**src/rtl/sflash_pkg.sv**
```systemverilog
package sflash_pkg;

  // Command codes; decoded from the first byte of every frame.
  typedef enum logic [7:0] {
    OP_NONE = 8'h00,
    OP_PROG = 8'h10,
    OP_SECT = 8'h20,
    OP_CHIP = 8'h60,
    OP_ID   = 8'h90,
    OP_STAT = 8'h9F,
    OP_READ = 8'hFF
  } op_e;

  typedef enum logic [1:0] {
    JOB_IDLE,
    JOB_PROG,
    JOB_SECT,
    JOB_CHIP
  } job_e;

  localparam logic [7:0] ID_CODE_LO = 8'hDA;
  localparam logic [7:0] ID_CODE_HI = 8'h98;

  function automatic op_e op_decode(input logic [7:0] b);
    case (b)
      8'h10:   return OP_PROG;
      8'h20:   return OP_SECT;
      8'h60:   return OP_CHIP;
      8'h90:   return OP_ID;
      8'h9F:   return OP_STAT;
      8'hFF:   return OP_READ;
      default: return OP_NONE;
    endcase
  endfunction

endpackage

```
**src/rtl/sflash_engine.sv**
```systemverilog
// Busy timer and write sequencer for program / sector erase / chip erase.
module sflash_engine
  import sflash_pkg::*;
#(
  parameter int AW       = 10,
  parameter int SAW      = 7,
  parameter int CHIP_CYC = 20000,
  parameter int SECT_CYC = 5000,
  parameter int PROG_CYC = 10
) (
  input  logic              clk,
  input  logic              rst,
  input  logic              abort,
  input  logic              start,
  input  job_e              job_in,
  input  logic [AW-SAW-1:0] sect_in,
  input  logic [AW-1:0]     paddr_in,
  output logic              busy,
  output job_e              job,
  output logic              we,
  output logic [AW-1:0]     waddr
);
  localparam int MEM_BYTES  = 1 << AW;
  localparam int SECT_BYTES = 1 << SAW;
  localparam int CHIP_LEN   = (CHIP_CYC > MEM_BYTES)  ? CHIP_CYC : MEM_BYTES + 1;
  localparam int SECT_LEN   = (SECT_CYC > SECT_BYTES) ? SECT_CYC : SECT_BYTES + 1;
  localparam int PROG_LEN   = (PROG_CYC > 3) ? PROG_CYC : 3;
  localparam int MAX_A      = (CHIP_LEN > SECT_LEN) ? CHIP_LEN : SECT_LEN;
  localparam int MAX_LEN    = (MAX_A > PROG_LEN) ? MAX_A : PROG_LEN;
  localparam int CW         = $clog2(MAX_LEN + 1);

  logic [CW-1:0]     cnt;
  logic [CW-1:0]     lim;
  logic [AW-SAW-1:0] sect_r;
  logic [AW-1:0]     paddr_r;

  always_ff @(posedge clk) begin
    if (rst || abort) begin
      busy <= 1'b0;
      job  <= JOB_IDLE;
      cnt  <= '0;
      lim  <= '0;
    end else if (!busy) begin
      if (start && job_in != JOB_IDLE) begin
        busy    <= 1'b1;
        job     <= job_in;
        cnt     <= '0;
        sect_r  <= sect_in;
        paddr_r <= paddr_in;
        case (job_in)
          JOB_CHIP: lim <= CW'(CHIP_LEN);
          JOB_SECT: lim <= CW'(SECT_LEN);
          default:  lim <= CW'(PROG_LEN);
        endcase
      end
    end else if (cnt == lim - 1'b1) begin
      busy <= 1'b0;
      job  <= JOB_IDLE;
    end else begin
      cnt <= cnt + 1'b1;
    end
  end

  // Program: address held from cycle 0, old byte valid at cycle 1, write at 2.
  // Erase: one byte per cycle from the start of the window.
  always_comb begin
    we    = 1'b0;
    waddr = paddr_r;
    case (job)
      JOB_PROG: we = busy && (cnt == CW'(2));
      JOB_SECT: begin
        we    = busy && (cnt < CW'(SECT_BYTES));
        waddr = {sect_r, cnt[SAW-1:0]};
      end
      JOB_CHIP: begin
        we    = busy && (cnt < CW'(MEM_BYTES));
        waddr = cnt[AW-1:0];
      end
      default: we = 1'b0;
    endcase
  end
endmodule

```
**config.mk**
```make
export PLATFORM = sky130hd
export DESIGN_NAME = sflash_engine
export DESIGN_NICKNAME = d
export VERILOG_FILES = /design/src/rtl/sflash_pkg.sv /design/src/rtl/sflash_engine.sv
export SDC_FILE = /design/constraint.sdc
export NUM_CORES = 1
export LEC_CHECK = 0
export BUFFER_PORTS_ARGS = -buffer_cell sky130_fd_sc_hd__buf_2
export CORE_MARGIN = 3
export CORE_UTILIZATION = 47
export CTS_BUF_LIST = sky130_fd_sc_hd__clkbuf_4 sky130_fd_sc_hd__clkbuf_8
export CTS_CLUSTER_DIAMETER = 150
export DETAILED_ROUTE_END_ITERATION = 8
export MAX_ROUTING_LAYER = met4
export PLACE_DENSITY = 0.71
export SYNTH_ARGS = -nofsm -noshare
export SYNTH_HDL_FRONTEND = slang
export SYNTH_SLANG_ARGS = --single-unit
```
**constraint.sdc**
```tcl
create_clock -name clk -period 2.05 [get_ports clk]
set_input_delay 0.1025 -clock clk [delete_from_list [all_inputs] [get_ports clk]]
set_output_delay 0.1025 -clock clk [all_outputs]
set_load 0.01 [all_outputs]
```
======== After elaboration in Yosys (flattened, before gate mapping) ========
Cells that the tools add are included.
word-level totals
  bits of input ports ..................... 19
  output and inout port bits .............. 14
  register bits after elaboration ......... 46
  word-level logic and storage cells ...... 44
cells by class
  $lt $le $gt $ge ......................... 2
  bitwise logic cells ..................... 2
  $add $sub $neg .......................... 2
  equal/unequal tests ..................... 9
  muxes and demuxes ....................... 12
  reduce and logical (&&, ||, !) cells .... 11
operators by type and width
  cell                                                                     number
  15-bit two-way mux                                                       3
  15-bit case mux with 2 select lines                                      1
  10-bit case mux with 2 select lines                                      1
  15-bit by 1-bit adder with 15-bit output, second input constant          1
  15-bit == test                                                           1
  15-bit by 2-bit == test with 1-bit output, second input constant         1
  15-bit by 11-bit < comparator with 1-bit output, second input constant   1
  15-bit by 8-bit < comparator with 1-bit output, second input constant    1
  15-bit by 1-bit subtractor with 15-bit output, second input constant     1
  2-bit == test, second input constant                                     4
  2-bit two-way mux                                                        3
  2-bit AND reduction                                                      3
  1-bit logical AND                                                        4
  2-bit nonzero test                                                       2
  1-bit two-way mux                                                        3
  1-bit case mux with 3 select lines                                       1
  3-bit AND reduction                                                      1
  2-bit by 1-bit == test with 1-bit output, second input constant          1
  2-bit by 1-bit inequality test with 1-bit output, second input constant  1
  2-bit inequality test, second input constant                             1
  1-bit inverter                                                           2
  1-bit logical OR                                                         1

======== Logic depth before layout (Yosys ltp) ========
Gate-level depths: netlist of run 1.
  word-level depth ........................ 4
  mapped depth ............................ 11
  mapped depth without buffers ............ 9

======== Worst setup path before layout of run 1 ========
Ideal clock, no wire load.
  path type ............................... register to register
  start ................................... register lim[1]
  end ..................................... register cnt[11]
  data arrival time ....................... 2.170 ns
  stages on the path, launching flop included .. 11
  clock period less this slack ............ 2.240 ns
  data required time ...................... 1.980 ns
  path slack .............................. -0.190 ns
  library setup time ...................... 0.070 ns
  cells stage by stage .................... dfxtp_1 -> inv_1 -> ha_1 -> nor2b_4 -> a21oi_2 -> nor3b_1 -> o311ai_4 -> o21ai_1 -> buf_2 -> or4_1 -> a21oi_1
between the ends
  word-level cells in the longest chain between the ends .. 4
ends and longest elaborated chain
  element                                        RTL line             source
  from (decl)                                    sflash_engine.sv:33  logic [CW-1:0] lim;
  from (signal assigned)                         sflash_engine.sv:51  JOB_CHIP: lim <= CW'(CHIP_LEN);
  from (signal assigned)                         sflash_engine.sv:52  JOB_SECT: lim <= CW'(SECT_LEN);
  from (signal assigned)                         sflash_engine.sv:53  default: lim <= CW'(PROG_LEN);
  15-bit by 1-bit subtractor with 15-bit output  sflash_engine.sv:56  end else if (cnt == lim - 1'b1) begin
  15-bit == test                                 sflash_engine.sv:56
  2-bit inequality test (no source line)         --
  2-bit AND reduction (no source line)           --
  to (signal assigned)                           sflash_engine.sv:60  cnt <= cnt + 1'b1;
  to (decl)                                      sflash_engine.sv:32  logic [CW-1:0] cnt;
Every way passes these cells.
A chain may end at the register's enable or synchronous reset.

======== Worst setup path in the final report of run 1 ========
  start ................................... register lim[1]
  end ..................................... register cnt[9]
Same word-level chain as after synthesis.

==> results.md, run 1 <==
- Via count: around 1,900
- Max Slew Vio Count: 0
- Max stage delay on crit path: about 500 ps
- Slowest CP cell: or4_4
- GRT overflow: 0
- Final setup viols: 12
- M2 GR Usage: about two fifths
- Worst setup margin: -67.4 ps
- WL final: between 5 and 6 mm
- Post-synthesis register bit count: 36
- Global-route wire length before repair: 8.80 mm
- Width of the die: 70.5 um
- CP max FO: 5
- Starting DRC count in detailed routing: about 130
- PortBufs: 32
- Starting Density: roughly 50%
- P_leak: between 1 and 1.5 nW
- Routability cong.: a little under 0.9
- CP startpoint kind: flip-flop
- Die footprint: 0.00497 mm^2
- Critical Path RT: about 2300 ps
- Drt first pass iters: 4
- Placed Area: approximately 0.0023 mm^2
- Sequential area share after synthesis: between 40% and 50%
- Non-filler cells, final: around 330
- Main flop type after synthesis: dfxtp_1
- CTS tree: done
- Clock Skew: roughly 3.4 ps
- Peak VDD IR: about 0.58 mV
- Synthesized area per cell: 9.36 um^2
- Crit end category: flip-flop
- Clk_lat worst skew: roughly 280 ps
- Clk root buf: clkbuf_8
- H-tree Lvls: 2
- Post-synth top area share: between 20% and 30%
- Synthesized cell area: between 0.0015 and 0.002 mm^2
- Ys Warns: 0
- DR WL/cell: around 16 um
- Final Hold Fails: 0
- Ranking of synthesized cells by area: dfxtp_1, edfxtp_1, a21oi_1, mux2_2, or3_1
- Fraction of layout cells with a size suffix above 1: 40.1%
- Post-detail-place hpwl: 3.46 mm
- Status: finished with violations
- # clock sinks: 36
- Row cnt: 22
- Max-Slew Margin vs Limit: 59.9%
- Achievable Freq: between 400 and 500 MHz
- Worst hold path type: input port to flip-flop
- CP arrival: ~2300 ps
- CP most frequent cell: a21oi_2
- Failing checks: setup timing
- Async S/R FF share, synth: 0%
- Via density per instance: ~5.7
- Io pins: 33
- Post-route design area: 0.00269 mm^2
- EDFF count, synth: 13
- Max-cap violations: 0
- Slew @ Worst Pin: roughly 600 ps
- Vias in the first global route: ~1,800
- Chip height: ~71 um
- Drc violations: 0
- Grt met1 use: between 20 and 30%
- DRT antenna net count: 0
- Cells after Synth: ~210
- RSZ-0062 raised after global routing: true
- Crit Path Class: flip-flop to flip-flop
- Yosys cell types: 52
- Met3 Usage GRT: under 10%
- GRT Total Usage: ~23%
- Final period utilization: 103%
- Initial antenna violation count: 0
- Worst path cell trace: inv_2 > ha_4 > nor2b_4 > a21oi_2 > nor3b_2 > o311ai_4 > o21ai_2 > buf_6 > or4_4 > a21oi_2
- Clock slew at reported path FFs: about 80 ps
- Synth Net Count: ~230
- PD cells: about 560 mW/mm^2
- Post-Place Cells: between 300 and 400
- Layout area overhead: 37.4%
- Clock Path Buffers: 2
- Pin count of the biggest net entering global routing: 18
- GRT busiest layer: met2
- Layout Nets: 300
- Core area: between 0.003 and 0.004 mm^2
- Diode count: 0
- Minimum clock period: around 2100 ps
- Dominant cell type by area after synthesis: dfxtp_1
- Cts bufs inserted: 5
synth_stat cells, drive strengths merged, types with 3 or more instances:
library cell / count
edfxtp: 13
dfxtp: 23
or4: 4
inv: 4
o21a: 3
o31ai: 3
nand4: 3
or2: 3
xnor2: 4
clkbuf: 7
mux2: 7
ha: 3
nand3: 10
nor4: 4
nand2: 15
or3: 10
a21oi: 20
and3: 3
nor2: 15
buf: 9
o21ai: 13
nor3: 4
mux2i: 4
path summary, 6_finish.rpt:
| kind | from | to | slack, ps | depth (start not counted) |
|---|---|---|---|---|
| max | lim[1] | cnt[9] | -70 | 10 |
| min reg2reg | cnt[14] | cnt[14] | 540 | 2 |
| max reg2reg | lim[1] | cnt[9] | -70 | 10 |
| min | job_in[0] | lim[3] | 90 | 2 |
per-layer routing:
metal,up-vias,share of wire (%)
met1,893,41
met4,0,2.4
met3,12,5.6
met5,-,0
li1,911,-
met2,63,51
per-stage QoR:
stage | total power, mW | TNS (ps) | worst slack (ps) | hold WS (ps) | utilization (%)
after CTS | 1.50 | -617 | -67.0 | 48.1 | 67.9
after global routing | 1.57 | -1840 | -150 | 82.5 | 70.2
after detailed placement | 0.943 | -673 | -80.6 | 281 | 61.1
final | 1.51 | -456 | -67.4 | 89.2 | 70.2
after floorplan | 0.875 | 0 | 6.39 | 201 | -
after global placement | 0.939 | -241 | -48.6 | 279 | 61.1
placed cells by master, fill, tap and decap left out, types with 2 or more instances in the layout:
master / n
nand4_1: 3
and3_1: 2
o211ai_1: 2
a21oi_1: 14
dfxtp_2: 4
a21oi_2: 6
clkbuf_8: 6
nor3_1: 4
buf_2: 32
dlygate4sd3_1: 13
o21ai_1: 6
xnor2_1: 4
ha_1: 2
and2_1: 2
nand3_1: 10
or4_1: 3
or3_1: 7
nor4_1: 2
o31ai_1: 3
nor2_1: 15
nor3b_2: 2
or3_4: 3
o21a_1: 3
edfxtp_1: 13
or2_2: 3
o21ai_0: 6
buf_4: 31
dfxtp_1: 19
mux2_2: 7
clkinvlp_4: 2
mux2i_1: 4
inv_1: 2
nand2_1: 15
inv_2: 2
critical path, delay by kind of cell (launching register included):
kind,cells,cell delay (ps)
adder cells (fa/ha/maj),1,170
AND/OR/NAND/NOR,3,700
buffers and inverters,2,190
flip-flops,1,340
AO/OA/AOI/OAI,4,670
where the power goes:
group	switching [mW]	total (mW)	internal (mW)	leakage [nW]
combinational	0.0989	0.206	0.107	0.661
clock	0.266	0.538	0.272	0.0434
sequential	0.0128	0.765	0.752	0.306
total	0.377	1.51	1.13	1.01
state kept, by name, indices dropped and copies added (netlist names):
| register | cells |
|---|---|
| cnt | 15 |
| paddr_r | 10 |
| lim | 5 |
| sect_r | 3 |
| job | 2 |
| busy | 1 |
cell families after synthesis:
kind of cell               Yosys count  synth area share [%]
and+or+nand+nor                     83                  24.1
AOI/OAI and AO/OA                   51                  17.3
DFF                                 36                  43.5
buffers and inverters               20                  4.93
muxes                               11                  6.08
xor gates and xnor gates             5                  2.24
adders and majority gates            3                  1.92
area by class of cell:
type | count | area, um^2
clock buffers | 6 | 82.6
multi-input cells | 153 | 1100
fillers | 276 | 1140
clock inverters | 2 | 15.0
inverters | 4 | 15.0
well taps | 48 | 60.1
flip-flops and latches | 36 | 856
repair buffers | 78 | 554
what timing repair did:
item,CTS,global route
cloned,1,0
pin swaps,7,15
setup buffers,1,2
hold endpoints to repair,13,0
hold buffers,13,0
setup endpoints to repair,12,18
resized for setup,6,16
Power figures use the tool's default switching activity.
==> inputs of run 2 (changes only) <==
==> constraint.sdc (replaced) <==
create_clock -name clk -period 2.05 [get_ports clk]
set_input_delay 0.205 -clock clk [delete_from_list [all_inputs] [get_ports clk]]
set_output_delay 0.205 -clock clk [all_outputs]
set_load 0.01 [all_outputs]
==> run 2 against run 1 <==
  * The run still ends with setup timing left
  * Hold slack worse by 1.3 ps
  * Combinational power is 2% lower
  * Clock skew is 6.1 ps higher
  * First-iteration DRC count is 42% lower
  * Global-route usage is 3.0 points lower
  * Core utilization is 1.7 points lower
  * Total power is 3.2% lower
  * Non-clock buffer count is 9 lower
  * Maximum frequency is 1.2% higher
  * Count of clock-buffer cells in the layout is 1 lower
  * Largest cell class unchanged
==> results.md, run 2 (synthesis results as in run 1) <==
- Status: finished with violations
- Failing checks: setup timing
- Fraction of layout cells with a size suffix above 1: 43.7% (+3.6 points)
- Clock slew at reported path FFs: 70 ps (about the same)
- CP max FO: 6 (+1)
- Min Hold Slack: 87.9 ps (-1.29 ps)
- Row cnt: 22 (unchanged)
- Critical R2R Capture: cnt[3]
- Clk_lat worst skew: 290 ps (about the same)
- Cts bufs inserted: 5 (unchanged)
- Achievable Freq: 478 MHz (+1.2%)
- Worst Hold Endpoint: paddr_r[7]
- Worst hold stages: 1 (-1)
- Delay-heaviest family, CP: compound AO/OA/AOI/OAI gates
- GRT overflow: 0 (unchanged)
- Global-route wire length before repair: 7.53 mm (-14%)
- Worst path cell trace: inv_2 > ha_4 > nor2b_4 > a21oi_2 > nor3b_2 > o311ai_4 > o21ai_2 > buf_6 > buf_4 > or3_4 > a21oi_2
- Worst setup margin: -43.1 ps (+24.3 ps)
- Die footprint: 0.00497 mm^2 (unchanged)
- Hold buffer count at CTS: 0 (-13)
- Switching power: 0.372 mW (-1.5%)
- Total negative slack: -244 ps (+213 ps)
- Max stage delay on crit path: 360 ps (-140 ps)
- Largest Register: cnt
- Clk root buf: clkbuf_8
- Reg power frac: 52.3% (+1.6 points)
- Post-Place Cells: 303 (+0.33%)
- Layout area overhead: 34.2%
- Reg2Reg Depth: 11 (+1)
- Top flop regs: cnt: 15 flops, paddr_r: 10 flops, lim: 5 flops
- Sw frac: 25.4% (+0.44 points)
- Initial antenna violation count: 0 (unchanged)
- Final setup viols: 8 (-4)
- RSZ-0062 raised after global routing: true
- Slew @ Worst Pin: 574 ps (-26.3 ps)
- Max-cap violations: 0 (unchanged)
- WL final: 4.77 mm (-9.8%)
- PortBufs: 32 (unchanged)
- DRT antenna net count: 0 (unchanged)
- Routability cong.: 0.917 (+3.3%)
- Crit end category: flip-flop
- Worst reg2reg startpoint: lim[3]
- Clock Path Buffers: 2 (unchanged)
- Post-detail-place hpwl: 3.32 mm (-4.0%)
- Chip height: 70.5 um (unchanged)
- # clock sinks: 36 (unchanged)
- Core area: 0.00383 mm^2 (unchanged)
- Vias in the first global route: 1,652 (-9.7%)
- P_leak: 0.976 nW (-3.4%)
- Critical Path RT: 2270 ps (about the same)
- CP arrival: 2310 ps (-30 ps)
- Final period utilization: 102% (-1.2 points)
- CP startpoint kind: flip-flop
- Pin count of the biggest net entering global routing: 18 (unchanged)
- Max Slew Vio Count: 0 (unchanged)
- H-tree Lvls: 2 (unchanged)
- Layout Nets: 291 (-3.0%)
- Most common cell after layout, fill and taps aside: buf_2
- Starting DRC count in detailed routing: 76 (-42%)
- GRT Total Usage: 19.9% (-3.0 points)
- Slowest CP cell: or3_4
- Clock Skew: 9.50 ps (+6.12 ps)
- Via count: 1,785 (-5.0%)
- Width of the die: 70.5 um (unchanged)
- PD cells: 557 mW/mm^2 (-0.82%)
- CP most frequent cell: a21oi_2
- CTS tree: done
- Crit Path Class: flip-flop to flip-flop
- Starting Density: 51.1% (unchanged)
- Via density per instance: 5.61 (-2.3%)
- Int Pwr: 1.09 mW (-3.8%)
- Reg2reg setup slack: -40 ps (+20 ps)
- DR WL/cell: 15.0 um (-7.2%)
- Drc violations: 0 (unchanged)
- Most frequent cells in the layout: buf_2, buf_4, dfxtp_1
- Util after Layout: 68.6% (-1.7 points)
- Worst hold path type: input port to flip-flop
- Post-place setup slack: -85.1 ps (-4.45 ps)
- Peak VDD IR: 0.607 mV (+4.9%)
- Clk pwr share: 34.0% (-1.6 points)
- Combinational share of power: 13.7% (about the same)
- Drt first pass iters: 4 (unchanged)
- Io pins: 33 (unchanged)
- Final Hold Fails: 0 (unchanged)
- Diode count: 0 (unchanged)
- Non-filler cells, final: 318 (-2.8%)
- Minimum clock period: 2090 ps (-24.3 ps)
- Largest register FFs: 15 (unchanged)
- Max-Slew Margin vs Limit: 61.7% (+1.8 points)
- Worst path bufs/invs: 3 (+1)
- Hold path start: paddr_in[7]
-- run 2: how the worst max path moves through the flow --
stage	depth (start not counted)	endpoint	slack (ps)	start
6_report	11	cnt[3]	-40	lim[3]
3_5_place_dp	10	cnt[11]	-90	lim[1]
3_3_place_gp	10	cnt[11]	-30	lim[1]
5_1_grt	11	cnt[3]	-120	lim[3]
4_1_cts	11	cnt[3]	-50	lim[3]
2_1_floorplan	10	cnt[11]	6	lim[3]
-- run 2: what timing repair did --
item	4_1_cts	5_1_grt
setup endpoints to repair	10	17
gates cloned	1	0
buffers inserted	5	1
gates resized for setup	15	20
pin swaps	23	6
-- run 2: routing by layer --
layer	vias to the layer above	share of wire, %	GRT usage, %
met3	12	4.9	4.89
li1	890	-	-
met4	0	2.1	6.81
met1	829	44	24.3
met5	-	0	-
met2	54	49	32.1
-- run 2: worst register-to-register path, delay by kind of cell (launching register included) --
kind	cells	cell delay, ps
adder cells (fa/ha/maj)	1	170
AND/OR/NAND/NOR	3	560
AO/OA/AOI/OAI	4	640
flip-flops	1	330
buffers and inverters	3	320
-- run 2: power by group through the flow --
stage	Sequential (mW)	Clock, mW	Combinational (mW)
6_report	0.763	0.497	0.201
5_1_grt	0.766	0.541	0.217
4_1_cts	0.763	0.514	0.183
3_5_place_dp	0.780	0	0.161
3_3_place_gp	0.779	0	0.158
2_1_floorplan	0.775	0	0.101
-- run 2: layout make-up --
type / instances / area, um^2
clock buffer: 5 / 68.8
inverter: 4 / 15.0
multi-input combinational: 153 / 1140
timing repair buffer: 69 / 460
fill: 313 / 1200
clock inverter: 3 / 18.8
sequential: 36 / 860
tap: 48 / 60.1
-- run 2: metrics by stage --
stage | power, mW | instance area (um^2)
3_3_place_gp | 0.937 | 2330
4_1_cts | 1.46 | 2530
2_1_floorplan | 0.875 | 1970
6_report | 1.46 | 2620
3_5_place_dp | 0.940 | 2330
5_1_grt | 1.52 | 2620
